$ cat src/rtl/cfg_boot_pkg.sv
package cfg_boot_pkg;
  typedef enum logic [2:0] {
    ST_OFF,
    ST_WAIT,
    ST_LOAD,
    ST_FLUSH,
    ST_COMMIT,
    ST_DONE
  } boot_st_e;
endpackage

$ cat src/rtl/cfg_nv_array.sv
module cfg_nv_array #(
  parameter int DEPTH = 8,
  parameter int WIDTH = 8,
  localparam int AW = $clog2(DEPTH)
) (
  input  logic             clk,
  input  logic             wr_en,
  input  logic [AW-1:0]    wr_addr,
  input  logic [WIDTH-1:0] wr_data,
  input  logic             rd_en,
  input  logic [AW-1:0]    rd_addr,
  output logic [WIDTH-1:0] rd_data
);
  logic [WIDTH-1:0] mem [DEPTH];

  always_ff @(posedge clk) begin
    if (wr_en) mem[wr_addr] <= wr_data;
    if (rd_en) rd_data <= mem[rd_addr];
  end
endmodule

$ cat src/rtl/cfg_boot_fsm.sv
module cfg_boot_fsm
  import cfg_boot_pkg::*;
#(
  parameter int DEPTH = 8,
  localparam int AW = $clog2(DEPTH)
) (
  input  logic          clk,
  input  logic          rst,
  input  logic          supply_det,
  input  logic          uvlo_ok,
  input  logic          dl_cmd,
  output logic          nv_rd_en,
  output logic [AW-1:0] nv_rd_addr,
  output logic          lat_wr_en,
  output logic [AW-1:0] lat_wr_addr,
  output logic          commit,
  output logic          done,
  output logic          cfg_valid,
  output logic          in_off
);
  localparam logic [AW-1:0] LAST = AW'(DEPTH - 1);

  boot_st_e      state;
  logic [AW-1:0] cnt;
  logic          live;

  assign live        = supply_det && uvlo_ok;
  assign nv_rd_en    = (state == ST_LOAD) && live;
  assign nv_rd_addr  = cnt;
  assign commit      = (state == ST_COMMIT) && live;
  assign done        = (state == ST_DONE);
  assign in_off      = (state == ST_OFF);

  always_ff @(posedge clk) begin
    if (rst) begin
      state       <= ST_OFF;
      cnt         <= '0;
      lat_wr_en   <= 1'b0;
      lat_wr_addr <= '0;
      cfg_valid   <= 1'b0;
    end else begin
      lat_wr_en <= 1'b0;
      if (!supply_det) begin
        state     <= ST_OFF;
        cnt       <= '0;
        cfg_valid <= 1'b0;
      end else begin
        case (state)
          ST_OFF: state <= ST_WAIT;
          ST_WAIT: if (uvlo_ok) begin
            state <= ST_LOAD;
            cnt   <= '0;
          end
          ST_LOAD: begin
            if (!uvlo_ok) begin
              state     <= ST_WAIT;
              cnt       <= '0;
              cfg_valid <= 1'b0;
            end else begin
              lat_wr_en   <= 1'b1;
              lat_wr_addr <= cnt;
              if (cnt == LAST) state <= ST_FLUSH;
              else cnt <= cnt + AW'(1);
            end
          end
          ST_FLUSH: begin
            if (!uvlo_ok) begin
              state     <= ST_WAIT;
              cnt       <= '0;
              cfg_valid <= 1'b0;
            end else state <= ST_COMMIT;
          end
          ST_COMMIT: begin
            if (!uvlo_ok) begin
              state     <= ST_WAIT;
              cnt       <= '0;
              cfg_valid <= 1'b0;
            end else begin
              state     <= ST_DONE;
              cfg_valid <= 1'b1;
            end
          end
          ST_DONE: if (dl_cmd) begin
            state <= ST_LOAD;
            cnt   <= '0;
          end
          default: state <= ST_OFF;
        endcase
      end
    end
  end


  addr_step_chk: assert property (@(posedge clk) disable iff (rst)
    nv_rd_en && $past(nv_rd_en) |-> nv_rd_addr == $past(nv_rd_addr) + AW'(1));

  commit_done_chk: assert property (@(posedge clk) disable iff (rst)
    commit |=> done);

  done_hold_chk: assert property (@(posedge clk) disable iff (rst)
    done && !dl_cmd && supply_det |=> done);

  rose_done_chk: assert property (@(posedge clk) disable iff (rst)
    $rose(done) |-> $past(commit));
endmodule

$ cat src/rtl/cfg_latch_pair.sv
module cfg_latch_pair #(
  parameter int DEPTH = 8,
  parameter int WIDTH = 8,
  localparam int AW = $clog2(DEPTH)
) (
  input  logic             clk,
  input  logic             rst,
  input  logic             wr_en,
  input  logic [AW-1:0]    wr_addr,
  input  logic [WIDTH-1:0] wr_data,
  input  logic             commit,
  input  logic [AW-1:0]    rd_addr,
  output logic [WIDTH-1:0] rd_data,
  output logic [WIDTH-1:0] word0
);
  logic [WIDTH-1:0] a_q [DEPTH];
  logic [WIDTH-1:0] b_q [DEPTH];

  for (genvar i = 0; i < DEPTH; i++) begin : g_word
    always_ff @(posedge clk) begin
      if (rst) begin
        a_q[i] <= '0;
        b_q[i] <= '0;
      end else begin
        if (wr_en && wr_addr == AW'(i)) a_q[i] <= wr_data;
        if (commit) b_q[i] <= a_q[i];
      end
    end


    b_hold_chk: assert property (@(posedge clk) disable iff (rst)
      !commit |=> $stable(b_q[i]));
  end

  always_ff @(posedge clk) begin
    if (rst) rd_data <= '0;
    else rd_data <= b_q[rd_addr];
  end

  assign word0 = b_q[0];
endmodule

$ cat src/rtl/cfg_boot_seq.sv
module cfg_boot_seq #(
  parameter int DEPTH   = 8,
  parameter int WIDTH   = 8,
  parameter int NUM_OUT = 4,
  localparam int AW = $clog2(DEPTH)
) (
  input  logic               clk,
  input  logic               rst,
  input  logic               supply_det,
  input  logic               uvlo_ok,
  input  logic               dl_cmd,
  input  logic               nv_wr_en,
  input  logic [AW-1:0]      nv_wr_addr,
  input  logic [WIDTH-1:0]   nv_wr_data,
  input  logic [AW-1:0]      cfg_rd_addr,
  output logic [WIDTH-1:0]   cfg_rd_data,
  output logic [NUM_OUT-1:0] pad_oe,
  output logic [NUM_OUT-1:0] pad_val,
  output logic               pad_weak_pd,
  output logic               cfg_commit,
  output logic               cfg_done,
  output logic               cfg_busy
);
  logic             rd_en, lat_we, cfg_valid, in_off;
  logic [AW-1:0]    rd_addr, lat_addr;
  logic [WIDTH-1:0] rd_data, word0;

  cfg_nv_array #(.DEPTH(DEPTH), .WIDTH(WIDTH)) nv_i (
    .clk(clk), .wr_en(nv_wr_en), .wr_addr(nv_wr_addr), .wr_data(nv_wr_data),
    .rd_en(rd_en), .rd_addr(rd_addr), .rd_data(rd_data)
  );

  cfg_boot_fsm #(.DEPTH(DEPTH)) fsm_i (
    .clk(clk), .rst(rst), .supply_det(supply_det), .uvlo_ok(uvlo_ok),
    .dl_cmd(dl_cmd), .nv_rd_en(rd_en), .nv_rd_addr(rd_addr),
    .lat_wr_en(lat_we), .lat_wr_addr(lat_addr), .commit(cfg_commit),
    .done(cfg_done), .cfg_valid(cfg_valid), .in_off(in_off)
  );

  cfg_latch_pair #(.DEPTH(DEPTH), .WIDTH(WIDTH)) lat_i (
    .clk(clk), .rst(rst), .wr_en(lat_we), .wr_addr(lat_addr),
    .wr_data(rd_data), .commit(cfg_commit), .rd_addr(cfg_rd_addr),
    .rd_data(cfg_rd_data), .word0(word0)
  );

  assign pad_oe      = {NUM_OUT{cfg_valid}};
  assign pad_val     = cfg_valid ? word0[NUM_OUT-1:0] : '0;
  assign pad_weak_pd = !in_off && !cfg_valid;
  assign cfg_busy    = !cfg_done;


  off_hiz_chk: assert property (@(posedge clk) disable iff (rst)
    !supply_det |=> (pad_oe == '0) && !pad_weak_pd && cfg_busy);

  weak_low_chk: assert property (@(posedge clk) disable iff (rst)
    pad_weak_pd |-> pad_oe == '0);
endmodule

$ cat config.mk
export PLATFORM = sky130hd
export DESIGN_NAME = cfg_boot_seq
export DESIGN_NICKNAME = d
export VERILOG_FILES = /design/src/rtl/cfg_boot_pkg.sv /design/src/rtl/cfg_nv_array.sv /design/src/rtl/cfg_boot_fsm.sv /design/src/rtl/cfg_latch_pair.sv /design/src/rtl/cfg_boot_seq.sv
export SDC_FILE = /design/constraint.sdc
export NUM_CORES = 1
export LEC_CHECK = 0
export CORE_UTILIZATION = 65
export DETAILED_ROUTE_END_ITERATION = 12
export HOLD_SLACK_MARGIN = 0.12
export PLACE_DENSITY = 0.89
export SYNTH_ARGS = -nofsm -noshare
export SYNTH_HDL_FRONTEND = slang
export SYNTH_SLANG_ARGS = --single-unit
$ cat constraint.sdc
create_clock -name clk -period 4.4 [get_ports clk]
set_input_delay 0.88 -clock clk [delete_from_list [all_inputs] [get_ports clk]]
set_output_delay 0.88 -clock clk [all_outputs]
set_load 0.02 [all_outputs]
==> results_dict.tcl <==
set metrics [dict create \
    status "complete, no violations" \
    synth.cell_area_mm2 0.00898 \
    top_usage_layer "met2" \
    arrival_ns 2.62 \
    start_util_pct 67.2 \
    first_pass_iters 4 \
    finalClockSkew_ns 0.0202 \
    wl_per_cell_um 20.0 \
    yosysMostFrequentCell "edfxtp_1" \
    cp-end-kind "output pin" \
    startpoint_type "input port" \
    tightest_slew_ns 1.18 \
    num_rows 42 \
    grt_pass1_vias 4752 \
    vias 4612 \
    p_per_area_mw_per_mm2 417 \
    critPathMaxStageDelay_ns 0.61 \
    path_max_fanout 7 \
    cts_tree "built" \
    period_share_pct 79.5 \
    register_area_mm2 0.00639 \
    ant_nets 0 \
    synth.area.top_cells "edfxtp_1, and2_1, dfxtp_1, mux2i_1, mux4_1" \
    setup_tns_ns 0 \
    report.final.slew_viol_count 0 \
    max-vdd-ir-drop_uv 331 \
    postSynthAreaPerCell_um2 16.0 \
    post_cts_buffers 0 \
    via_per_inst 5.90 \
    die_x_um 120 \
    nFillCells 765 \
    ys_ff_latch 219 \
    area_growth_pct 11.9 \
    finalHoldViolations 0 \
    cts_num_sinks 219 \
    multi_input_area_mm2 0.00237 \
    fin_area_mm2 0.0100 \
    synth-edff-count 200 \
    drive_gt1_share_pct 7.76 \
    grt_pass1_wl_um 25200 \
    grt_overflow_total 0 \
    yosys.cell_types.count 45 \
    die_area_mm2 0.0143 \
    cts_resized 0 \
    worst-path-buf-inv 2 \
    io_buffers 39 \
    fin_util_pct 75.2 \
    grt_start_max_net_pins 65 \
    seq_area_frac_synth_pct 71.1 \
    place_area_mm2 0.00941 \
    die_h_um 120 \
    grt_usage_pct 23.1 \
    cap_viol_max_count 0 \
    min_path_type "flip-flop to flip-flop" \
    cp_slowest_cell "clkdlybuf4s50_1" \
    antenna_found_initial 0 \
    met3_usage_pct 3.37 \
    wirelength_um 15600 \
    hold_buffers 0 \
    synthFlopType "edfxtp_1" \
    async_reset_ff_share_pct 0 \
    min_period_ns 3.50 \
    synth_nets 582 \
    max_clock_freq_mhz 286 \
    hpwlAfterDp_um 10100 \
    use_met2_pct 41.3 \
    cts_root_buf "clkbuf_16" \
    yosys.area.top_type_share_pct 66.9 \
    setup_viol 0 \
    synth_top_area_cell "edfxtp_1" \
    total_power_mw 4.19 \
    clk_pin_slew_ns 0.06 \
    clockBufferDepth 3 \
    core_area_mm2 0.0133 \
    path_class "input port to output pin" \
    nNetsFinal 617 \
    ys_warn_count 0 \
    h-tree-depth 1 \
    insertion_delay_ns 0.49 \
    ios 40 \
    slew_headroom_pct 20.5 \
    finalWeightedCongestion 0.852 \
    syn-instance-count 560 \
    drt_iter0_markers 572 \
    drcViolationCount 0 \
    leakage_nw 3.53 \
    cts_buffers 21 \
    cpMostUsedCell "clkdlybuf4s50_1" \
    grt_setup_unrepaired "no" \
    crit_family "buffers and inverters" \
    gr-usage-met1_pct 29.4 \
    path_cells "clkdlybuf4s50_1 > nor2b_1 > and3_1 > clkdlybuf4s50_1" \
    diodes 0 \
    synth_commonest_cells "edfxtp_1, and2_1, mux2i_1" \
    required_ns 3.52 \
]
## per-layer routing
layer  wire, µm  vias to the layer above
met5          0                        -
met4        364                        0
met2       8280                      141
met3        653                       34
li1           -                     2163
met1       6340                     2274
## where the power goes
part / internal [mW] / switching (mW)
clock: 0.990 / 0.691
sequential: 2.34 / 0.0220
combinational: 0.0608 / 0.0909
total: 3.39 / 0.804
## cell type report
cell class              instances  area share, %
clock inverters                 6          0.760
inverters                       5          0.187
multi-input cells             305           23.6
well taps                     176           2.19
flip-flops and latches        219           63.6
clock buffers                  28           5.49
repair buffers                 43           4.14
## final timing paths
path / startpoint / end / slack [ns] / cells past startpoint
max: uvlo_ok / cfg_commit / 0.90 / 4
min: lat_i.a_q[1][7] / lat_i.b_q[4][7] / 0.50 / 1
max reg2reg: fsm_i.nv_rd_addr[0] / nv_i.rd_data[5] / 2.07 / 2
min reg2reg: lat_i.a_q[1][7] / lat_i.b_q[4][7] / 0.50 / 1
## stage by stage
step | std cells | hold WS [ns] | setup WS [ns]
final | 782 | 0.503 | 0.901
after floorplan | 560 | 0.466 | 1.76
after detailed placement | 748 | 0.502 | 0.987
after global routing | 782 | 0.521 | 0.813
after global placement | 748 | 0.482 | 1.05
after CTS | 782 | 0.506 | 0.934
## layout by cell type, fill, tap and decap left out, drive strengths merged, types with 2 or more instances in the layout
cell / count
and3: 3
bufinv: 2
nand3b: 2
mux2: 8
a2111oi: 8
ha: 2
edfxtp: 200
mux2i: 24
a21oi: 2
nand4: 3
clkbuf: 28
nor3: 6
inv: 5
o21ai: 11
nor2: 17
and2b: 2
clkdlybuf4s50: 38
o32ai: 3
o31ai: 2
and2: 135
buf: 5
nor2b: 13
mux4: 16
a211oi: 9
clkinv: 4
dfxtp: 19
nand2: 13
nand2b: 7
a221o: 8
## cell families after synthesis
logic type / count (synthesis) / share of synthesized area [%]
buf+inv: 36 / 2.41
compound gates: 47 / 3.97
xor+xnor: 1 / 0.0976
flops: 219 / 71.1
mux: 48 / 8.36
simple gates: 207 / 13.7
fa+ha+maj: 2 / 0.279
## registers in the layout (all words and copies together), names as in the netlist
register,flops
fsm_i.cfg_valid,1
fsm_i.lat_wr_addr,3
fsm_i.lat_wr_en,1
fsm_i.nv_rd_addr,3
fsm_i.state,3
lat_i.a_q,64
lat_i.b_q,64
lat_i.rd_data,8
nv_i.mem,64
nv_i.rd_data,8
(Power assumes the default switching activity.)
